[src/rtl/nms_pkg.sv]
package nms_pkg;
  localparam int MODE_W = 3;

  typedef enum logic [MODE_W-1:0] {
    M_INIT   = 3'd0,
    M_LISTEN = 3'd1,
    M_DATA   = 3'd2,
    M_SLEEP  = 3'd3,
    M_ALARM  = 3'd4
  } mode_e;

  // one-hot command after priority resolution
  typedef struct packed {
    logic stop;
    logic alarm;
    logic start;
    logic cfg;
  } cmd_t;
endpackage

[src/rtl/nms_cmd_arb.sv]
module nms_cmd_arb
  import nms_pkg::*;
(
  input  logic cfg_pkt,
  input  logic start,
  input  logic pre_alarm,
  input  logic stop,
  output cmd_t cmd
);
  // priority: stop > pre_alarm > start > cfg
  always_comb begin
    cmd       = '0;
    cmd.stop  = stop;
    cmd.alarm = pre_alarm & ~stop;
    cmd.start = start & ~stop & ~pre_alarm;
    cmd.cfg   = cfg_pkt & ~stop & ~pre_alarm & ~start;
  end
endmodule

[src/rtl/nms_interval_ctr.sv]
module nms_interval_ctr #(
  parameter int TICK_W = 19
) (
  input  logic              clk,
  input  logic              rst,
  input  logic [TICK_W-1:0] rst_val,
  input  logic              load,
  input  logic [TICK_W-1:0] load_val,
  input  logic              tick,
  output logic              expired,
  output logic [TICK_W-1:0] load_q
);
  logic [TICK_W-1:0] cnt;

  // last tick of the interval: count at one or zero
  assign expired = tick && (cnt <= TICK_W'(1));

  always_ff @(posedge clk) begin
    if (rst) begin
      cnt    <= rst_val;
      load_q <= rst_val;
    end else if (load) begin
      cnt    <= load_val;
      load_q <= load_val;
    end else if (tick && cnt != '0) begin
      cnt <= cnt - TICK_W'(1);
    end
  end
endmodule

[src/rtl/nms_mode_fsm.sv]
module nms_mode_fsm
  import nms_pkg::*;
#(
  parameter int TICK_W       = 19,
  parameter int LISTEN_TICKS = 50
) (
  input  logic              clk,
  input  logic              rst,
  input  cmd_t              cmd,
  input  logic              tick,
  input  logic              task_pend,
  input  logic              expired,
  input  logic [TICK_W-1:0] wake_ivl,
  input  logic [TICK_W-1:0] sleep_len,
  output mode_e             cur,
  output logic              load,
  output logic [TICK_W-1:0] load_val,
  output logic              chg
);
  localparam logic [TICK_W-1:0] LISTEN_LD = TICK_W'(LISTEN_TICKS);

  mode_e nxt;
  logic  cfg_seen;

  always_comb begin
    nxt = cur;
    unique case (cur)
      M_INIT:   if (expired) nxt = M_LISTEN;
      M_LISTEN: begin
        if (cmd.stop)                    nxt = M_INIT;
        else if (cmd.start && cfg_seen)  nxt = M_DATA;
        else if (expired && !cfg_seen)   nxt = M_INIT;
      end
      M_DATA: begin
        if (cmd.stop)                    nxt = M_INIT;
        else if (cmd.alarm)              nxt = M_ALARM;
        else if (tick && !task_pend)     nxt = M_SLEEP;
      end
      M_SLEEP: begin
        if (cmd.stop)                    nxt = M_INIT;
        else if (cmd.alarm)              nxt = M_ALARM;
        else if (expired)                nxt = M_DATA;
      end
      M_ALARM:  if (cmd.stop) nxt = M_INIT;
      default:  nxt = M_INIT;
    endcase
  end

  assign load = (nxt != cur);

  always_comb begin
    unique case (nxt)
      M_INIT:   load_val = wake_ivl;
      M_LISTEN: load_val = LISTEN_LD;
      M_SLEEP:  load_val = sleep_len;
      default:  load_val = '0;
    endcase
  end

  always_ff @(posedge clk) begin
    if (rst) begin
      cur      <= M_INIT;
      chg      <= 1'b0;
      cfg_seen <= 1'b0;
    end else begin
      cur <= nxt;
      chg <= load;
      if (load)                          cfg_seen <= 1'b0;
      else if (cur == M_LISTEN && cmd.cfg) cfg_seen <= 1'b1;
    end
  end
endmodule

[src/rtl/node_mode_seq.sv]
module node_mode_seq
  import nms_pkg::*;
#(
  parameter int TICK_W       = 19,
  parameter int LISTEN_TICKS = 50
) (
  input  logic              clk,
  input  logic              rst,
  input  logic              cfg_pkt,
  input  logic              start,
  input  logic              pre_alarm,
  input  logic              stop,
  input  logic              tick,
  input  logic              task_pend,
  input  logic [TICK_W-1:0] wake_ivl,
  input  logic [TICK_W-1:0] sleep_len,
  output logic [2:0]        mode,
  output logic              sleep_req,
  output logic              acq_en,
  output logic              mode_chg,
  output logic [TICK_W-1:0] tmr_load
);
  cmd_t              cmd;
  mode_e             cur;
  logic              load;
  logic              expired;
  logic [TICK_W-1:0] load_val;

  nms_cmd_arb u_arb (
    .cfg_pkt   (cfg_pkt),
    .start     (start),
    .pre_alarm (pre_alarm),
    .stop      (stop),
    .cmd       (cmd)
  );

  nms_interval_ctr #(.TICK_W(TICK_W)) u_ctr (
    .clk      (clk),
    .rst      (rst),
    .rst_val  (wake_ivl),
    .load     (load),
    .load_val (load_val),
    .tick     (tick),
    .expired  (expired),
    .load_q   (tmr_load)
  );

  nms_mode_fsm #(.TICK_W(TICK_W), .LISTEN_TICKS(LISTEN_TICKS)) u_fsm (
    .clk       (clk),
    .rst       (rst),
    .cmd       (cmd),
    .tick      (tick),
    .task_pend (task_pend),
    .expired   (expired),
    .wake_ivl  (wake_ivl),
    .sleep_len (sleep_len),
    .cur       (cur),
    .load      (load),
    .load_val  (load_val),
    .chg       (mode_chg)
  );

  assign mode      = cur;
  assign sleep_req = (cur == M_INIT) || (cur == M_SLEEP);
  assign acq_en    = (cur == M_DATA) || (cur == M_ALARM);
endmodule

[config.mk]
export PLATFORM = sky130hd
export DESIGN_NAME = node_mode_seq
export DESIGN_NICKNAME = d
export VERILOG_FILES = /design/src/rtl/nms_pkg.sv /design/src/rtl/nms_cmd_arb.sv /design/src/rtl/nms_interval_ctr.sv /design/src/rtl/nms_mode_fsm.sv /design/src/rtl/node_mode_seq.sv
export SDC_FILE = /design/constraint.sdc
export NUM_CORES = 1
export LEC_CHECK = 0
export BUFFER_PORTS_ARGS = -buffer_cell sky130_fd_sc_hd__buf_4
export CAP_MARGIN = 20
export CORE_UTILIZATION = 23
export DETAILED_ROUTE_END_ITERATION = 6
export PLACE_DENSITY = 0.51
export SLEW_MARGIN = 5
export SYNTH_ARGS = -nofsm -noshare
export SYNTH_HDL_FRONTEND = slang
export SYNTH_SLANG_ARGS = --single-unit
[constraint.sdc]
create_clock -name clk -period 4.2 [get_ports clk]
set_input_delay 0.84 -clock clk [delete_from_list [all_inputs] [get_ports clk]]
set_output_delay 0.84 -clock clk [all_outputs]
set_load 0.05 [all_outputs]
### Word-level counts from Yosys, hierarchy flattened

Cells that the tools add are included.

* mux-type cells: 18
* bitwise logic cells: 9
* order comparisons: 1
* reductions and logical operators: 16
* $add $sub $neg: 1
* equality and inequality tests: 7

Operator list (count)
* $mux 19: 5
* $pmux 19 s3: 1
* $mux 3: 11
* $le 19x1->1 const B: 1
* $reduce_bool 19->1: 1
* $sub 19x1->19 const B: 1
* $pmux 3 s5: 1
* $eq 3x2->1 const B: 3
* $and 1x1->1: 6
* $eq 3x1->1 const B: 2
* $logic_and 1x1->1: 6
* $logic_not 3->1: 2
* $eq 3x3->1 const B: 1
* $ne 3x3->1: 1
* $not 1->1: 3
* $reduce_bool 3->1: 1
* $logic_not 1->1: 2
* $logic_or 1x1->1: 2
* $reduce_bool 2->1: 1
* $reduce_or 2->1: 1

* bits in registers: 43
* input bits: 46
* output and inout bits: 25

### Logic depth before layout (Yosys ltp)

* depth after elaboration: 11
* gate-level depth with buffers: 10

### Hierarchy

Synthesis repeated with hierarchy kept, for this count alone.

* cell total of the unflattened synthesis: 311
* area total of the unflattened synthesis: 2975.4 um2

By module, submodules not included
* nms_interval_ctr: instances 1, sequential area each 1141.1 um2, area each 2153.3 um2, cells each 196
* nms_mode_fsm: instances 1, sequential area each 100.1 um2, area each 760.7 um2, cells each 107
* nms_cmd_arb: instances 1, sequential area each 0.0 um2, area each 36.3 um2, cells each 4
* node_mode_seq: instances 1, sequential area each 0.0 um2, area each 25.0 um2, cells each 4

### Worst setup path after synthesis

OpenSTA, ideal clock, no wires.

* kind: input to register
* start point: input stop
* end point: register u_ctr.cnt[0] (enable)
* data arrival time: 3.187 ns
* setup slack: 0.639 ns
* stages on the path: 7
* path through: buf_6 > nor4b_2 > a211oi_1 > or4b_4 > o211ai_2 > nand2b_1 > a21o_1

* word-level cells in the longest chain between the ends: 9

RTL lines
* start: declaration: line node_mode_seq.sv:12 `input logic stop,`
* $not 1->1: line nms_cmd_arb.sv:14, nms_cmd_arb.sv:15
* $and 1x1->1 (2 in a row): line nms_cmd_arb.sv:15 `cmd.start = start & ~stop & ~pre_alarm;`
* $logic_and 1x1->1: line nms_mode_fsm.sv:31 `else if (cmd.start && cfg_seen) nxt = M_DATA;`
* $mux 3: line nms_mode_fsm.sv:31
* $mux 3: line nms_mode_fsm.sv:30 `if (cmd.stop) nxt = M_INIT;`
* $pmux 3 s5 *: line nms_mode_fsm.sv:27 `unique case (cur)`
* $ne 3x3->1 *: line nms_mode_fsm.sv:49 `assign load = (nxt != cur);`
* $reduce_bool 3->1 (no line) *
* end signal: assignment: line nms_interval_ctr.sv:20 `cnt <= rst_val;`
* end signal: assignment: line nms_interval_ctr.sv:23 `cnt <= load_val;`
* end signal: assignment: line nms_interval_ctr.sv:26 `cnt <= cnt - TICK_W'(1);`
* end: declaration: line nms_interval_ctr.sv:13 `logic [TICK_W-1:0] cnt;`

Every way passes the cells marked *; elsewhere a longest branch is shown, timed or not.
A chain may end at the register's enable or synchronous reset.

### Worst setup path after layout

* start point: input stop
* end point: register u_ctr.cnt[10] (data pin)

* word-level cells in the longest chain between the ends: 11

RTL lines
* $not 1->1: line nms_cmd_arb.sv:14, nms_cmd_arb.sv:15
* $and 1x1->1 (2 in a row): line nms_cmd_arb.sv:15
* $logic_and 1x1->1: line nms_mode_fsm.sv:31
* $mux 3: line nms_mode_fsm.sv:31
* $mux 3: line nms_mode_fsm.sv:30
* $pmux 3 s5 *: line nms_mode_fsm.sv:27
* $eq 3x2->1, or another cell as far along: line nms_mode_fsm.sv:52 `unique case (nxt)`
* $pmux 19 s3: line nms_mode_fsm.sv:52
* $mux 19 *: line nms_interval_ctr.sv:22 `end else if (load) begin`
* $mux 19 *: line nms_interval_ctr.sv:19 `if (rst) begin`

Marked as above.

==> key figures <==
Status
  • Status: completed

Critical path
  • Top fanout value on the critical path: 20
  • Setup CP Type: in2reg
  • Startpoint Class: primary input
  • Worst path required time: roughly 4.4 ns
  • Worst Path Arrival: between 3 and 4 ns
  • Critical path capture point type: register

Clock tree
  • Clock tree sinks: 43
  • CTS H-tree depth: 2
  • Num CTS Buffers: 5
  • Clk_lat worst skew: 0.28 ns
  • CTS tree: built
  • Clock root buffer: clkbuf_16
  • Clock Tree Buf Depth: 2
  • CTS clk-pin slew, worst paths: 0.06 ns
  • CTS resizes: 0
  • Hold Buf Count CTS: 0
  • Setup Buffers After CTS: 0

Layout
  • Area grow syn2layout: 30.3%
  • Share of cells above drive strength 1: 0.317
  • Fill cell total of the finished layout: 1,181
  • Antenna diodes: 0
  • Final #Nets: around 360

Yosys
  • Post-synth EDFFs: 38
  • Number of library cell types mapped by synthesis: around 60
  • Syn. warnings: 0
  • Fraction of registers with async set/reset: 0
  • Main synth FF type: edfxtp_1
  • Syn Inst Count: roughly 240
  • Synth Cell Area: around 2700 sq um
  • Synthesized flop and latch total: 43
  • Avg Inst Size Synth: between 10 and 15 sq um
  • Synth Net Count: 287
  • Sequential fraction of the synthesis area: 0.467

Hold path
  • Worst Hold Class: reg2reg

GRT
  • Initial antenna violation count: 0
  • Largest net degree at the start of global routing: 32
  • GRT Total Usage: 0.128
  • Vias in the first global route: about 2,200
  • Global-route wire length before repair: around 11,000 um
  • Total grt overflow: 0

Placed design
  • IO Port Bufs: 70
  • Detailed Place HPWL: 5540 um
  • Final GP Congestion: 0.844
  • Pre-CTS WS: between 0.7 and 0.8 ns

STA
  • RSZ-0062 raised after global routing: false
  • Final Critical Period: between 3 and 4 ns
  • Worst-margin pin slew: ~0.88 ns
  • Worst rel slew slack: 0.415
  • Worst Skew: 0.00694 ns
  • Fmax: around 320 MHz
  • Fin crit share: 0.748
  • Hold Vio Cnt, Final: 0
  • Setup TNS: 0 ns
  • Setup Viol. Count Final: 0
  • Slew Viols, Final: 0
  • Setup ws final: ~1.1 ns

Drt
  • DRT Pass-1 Iters: 4
  • Routed via count: 2,215
  • Final wirelength: around 7400 um
  • Post-DR wirelength/cell: between 15 and 20 um
  • First DRT Iteration DRCs: 119
  • Routed Antenna Nets: 0
  • DR vias/cell: slightly below 5
  • DRC Markers: 0

Pwr
  • Peak VDD IR: around 0.15 mV
  • Power Dens Cells: about 320 nW/um^2
  • Pleak: between 1 and 1.5 nW

Die
  • Die area: about 12,000 sq um
  • Core Area: between 10,000 and 15,000 sq um
  • Die Ht: 109 um
  • IO Pins: 71
  • Starting Density: 0.241
  • # rows: 38
  • Die width: around 110 um

Flow run
  • Max_cap viols: 0
-- state kept, by name (all words and copies together) (netlist names) --
name / count
u_ctr.cnt: 19
u_fsm.chg: 1
u_fsm.cfg_seen: 1
u_fsm.cur: 3
u_ctr.load_q: 19
-- synthesized netlist by cell type, drive strengths merged (2+ instances only) --
master,instances,area [sq um]
a211oi,5,37.5
a21o,3,22.5
a21oi,5,28.8
a221o,16,160
a22o,16,140
buf,12,77.6
clkbuf,2,7.51
dfxtp,5,100
edfxtp,38,1140
ha,3,37.5
inv,3,11.3
nand2,12,50.1
nand2b,2,12.5
nand3b,2,15.0
nand4,3,18.8
nor2,17,63.8
nor3,26,140
nor4,6,67.6
nor4b,2,23.8
o211ai,3,27.5
o21a,2,15.0
o21ai,6,33.8
o21bai,2,15.0
o22a,2,17.5
o22ai,2,12.5
o31a,2,17.5
o31ai,2,15.0
or4,3,26.3
or4b,3,37.5
xnor2,16,140
-- logic make-up (layout without fill, tap and decap cells) --
family,after synthesis,after routing,share of synthesized area
flops,43,43,0.467
xor+xnor,17,17,0.0561
compound gates,71,71,0.221
simple gates,87,87,0.205
buf+inv,17,88,0.0363
fa+ha+maj,3,3,0.0141
-- power breakdown --
part / switching, mW / leakage, nW / internal [mW]
clock network: 0.158 / 0.0659 / 0.217
logic: 0.111 / 0.809 / 0.0936
registers: 0.0325 / 0.423 / 0.506
-- metrics by stage --
stage          power [mW]  hold WS (ns)  cells  cell area, sq um  utilization
6_report             1.12         0.533    449              3460        0.314
5_1_grt              1.17         0.563    449              3460        0.314
4_1_cts              1.13         0.529    449              3460        0.314
3_5_place_dp        0.752         0.515    441              3320        0.301
3_3_place_gp        0.750         0.526    441              3320        0.301
2_1_floorplan       0.666         0.473    238              2660            -
-- critical path: stages --
cell      delay (ns)
buf_4           0.14
nor4b_2         0.40
a211oi_1        0.14
or4b_4          0.55
o211ai_2        0.14
buf_4           0.30
a21o_1          0.53
a221o_1         0.25
-- worst paths after layout --
path | startpoint | end | slack [ns] | cells past startpoint
worst max-delay path | stop | u_ctr.cnt[10]$_DFFE_PP_ | 1.06 | 8
worst min-delay path | u_fsm.cfg_seen$_SDFFE_PP0P_ | u_fsm.cfg_seen$_SDFFE_PP0P_ | 0.53 | 2
worst max register to register | u_ctr.cnt[4]$_DFFE_PP_ | u_ctr.cnt[10]$_DFFE_PP_ | 1.16 | 7
worst min register to register | u_fsm.cfg_seen$_SDFFE_PP0P_ | u_fsm.cfg_seen$_SDFFE_PP0P_ | 0.53 | 2
-- cell type report --
cell class | instances | area [sq um] | area share
clock inverters | 2 | 7.51 | 0.00217
inverters | 3 | 11.3 | 0.00325
repair buffers | 77 | 578 | 0.167
flip-flops and latches | 43 | 1240 | 0.359
clock buffers | 6 | 129 | 0.0372
well taps | 140 | 175 | 0.0506
multi-input cells | 178 | 1320 | 0.381
-- cells in the final DEF (no fill, tap or decap), types with 4 or more instances in the layout --
cell,n
buf_4,77
edfxtp_1,38
nor3_1,24
nor2_1,17
xnor2_1,16
a221o_1,16
a22o_1,16
nand2_1,10
a211oi_1,5
clkbuf_16,5
dfxtp_1,5
a21oi_1,4
o21ai_0,4
nor4_1,4
-- routing by layer --
metal	wire [um]	vias to the layer above	share of wire	track usage
met5	0	-	0	0
li1	-	1094	-	-
met1	3500	1071	0.47	0.169
met4	61	0	0.0082	0.0457
met3	293	2	0.039	0.0225
met2	3580	48	0.48	0.208
(Power assumes the default switching activity.)
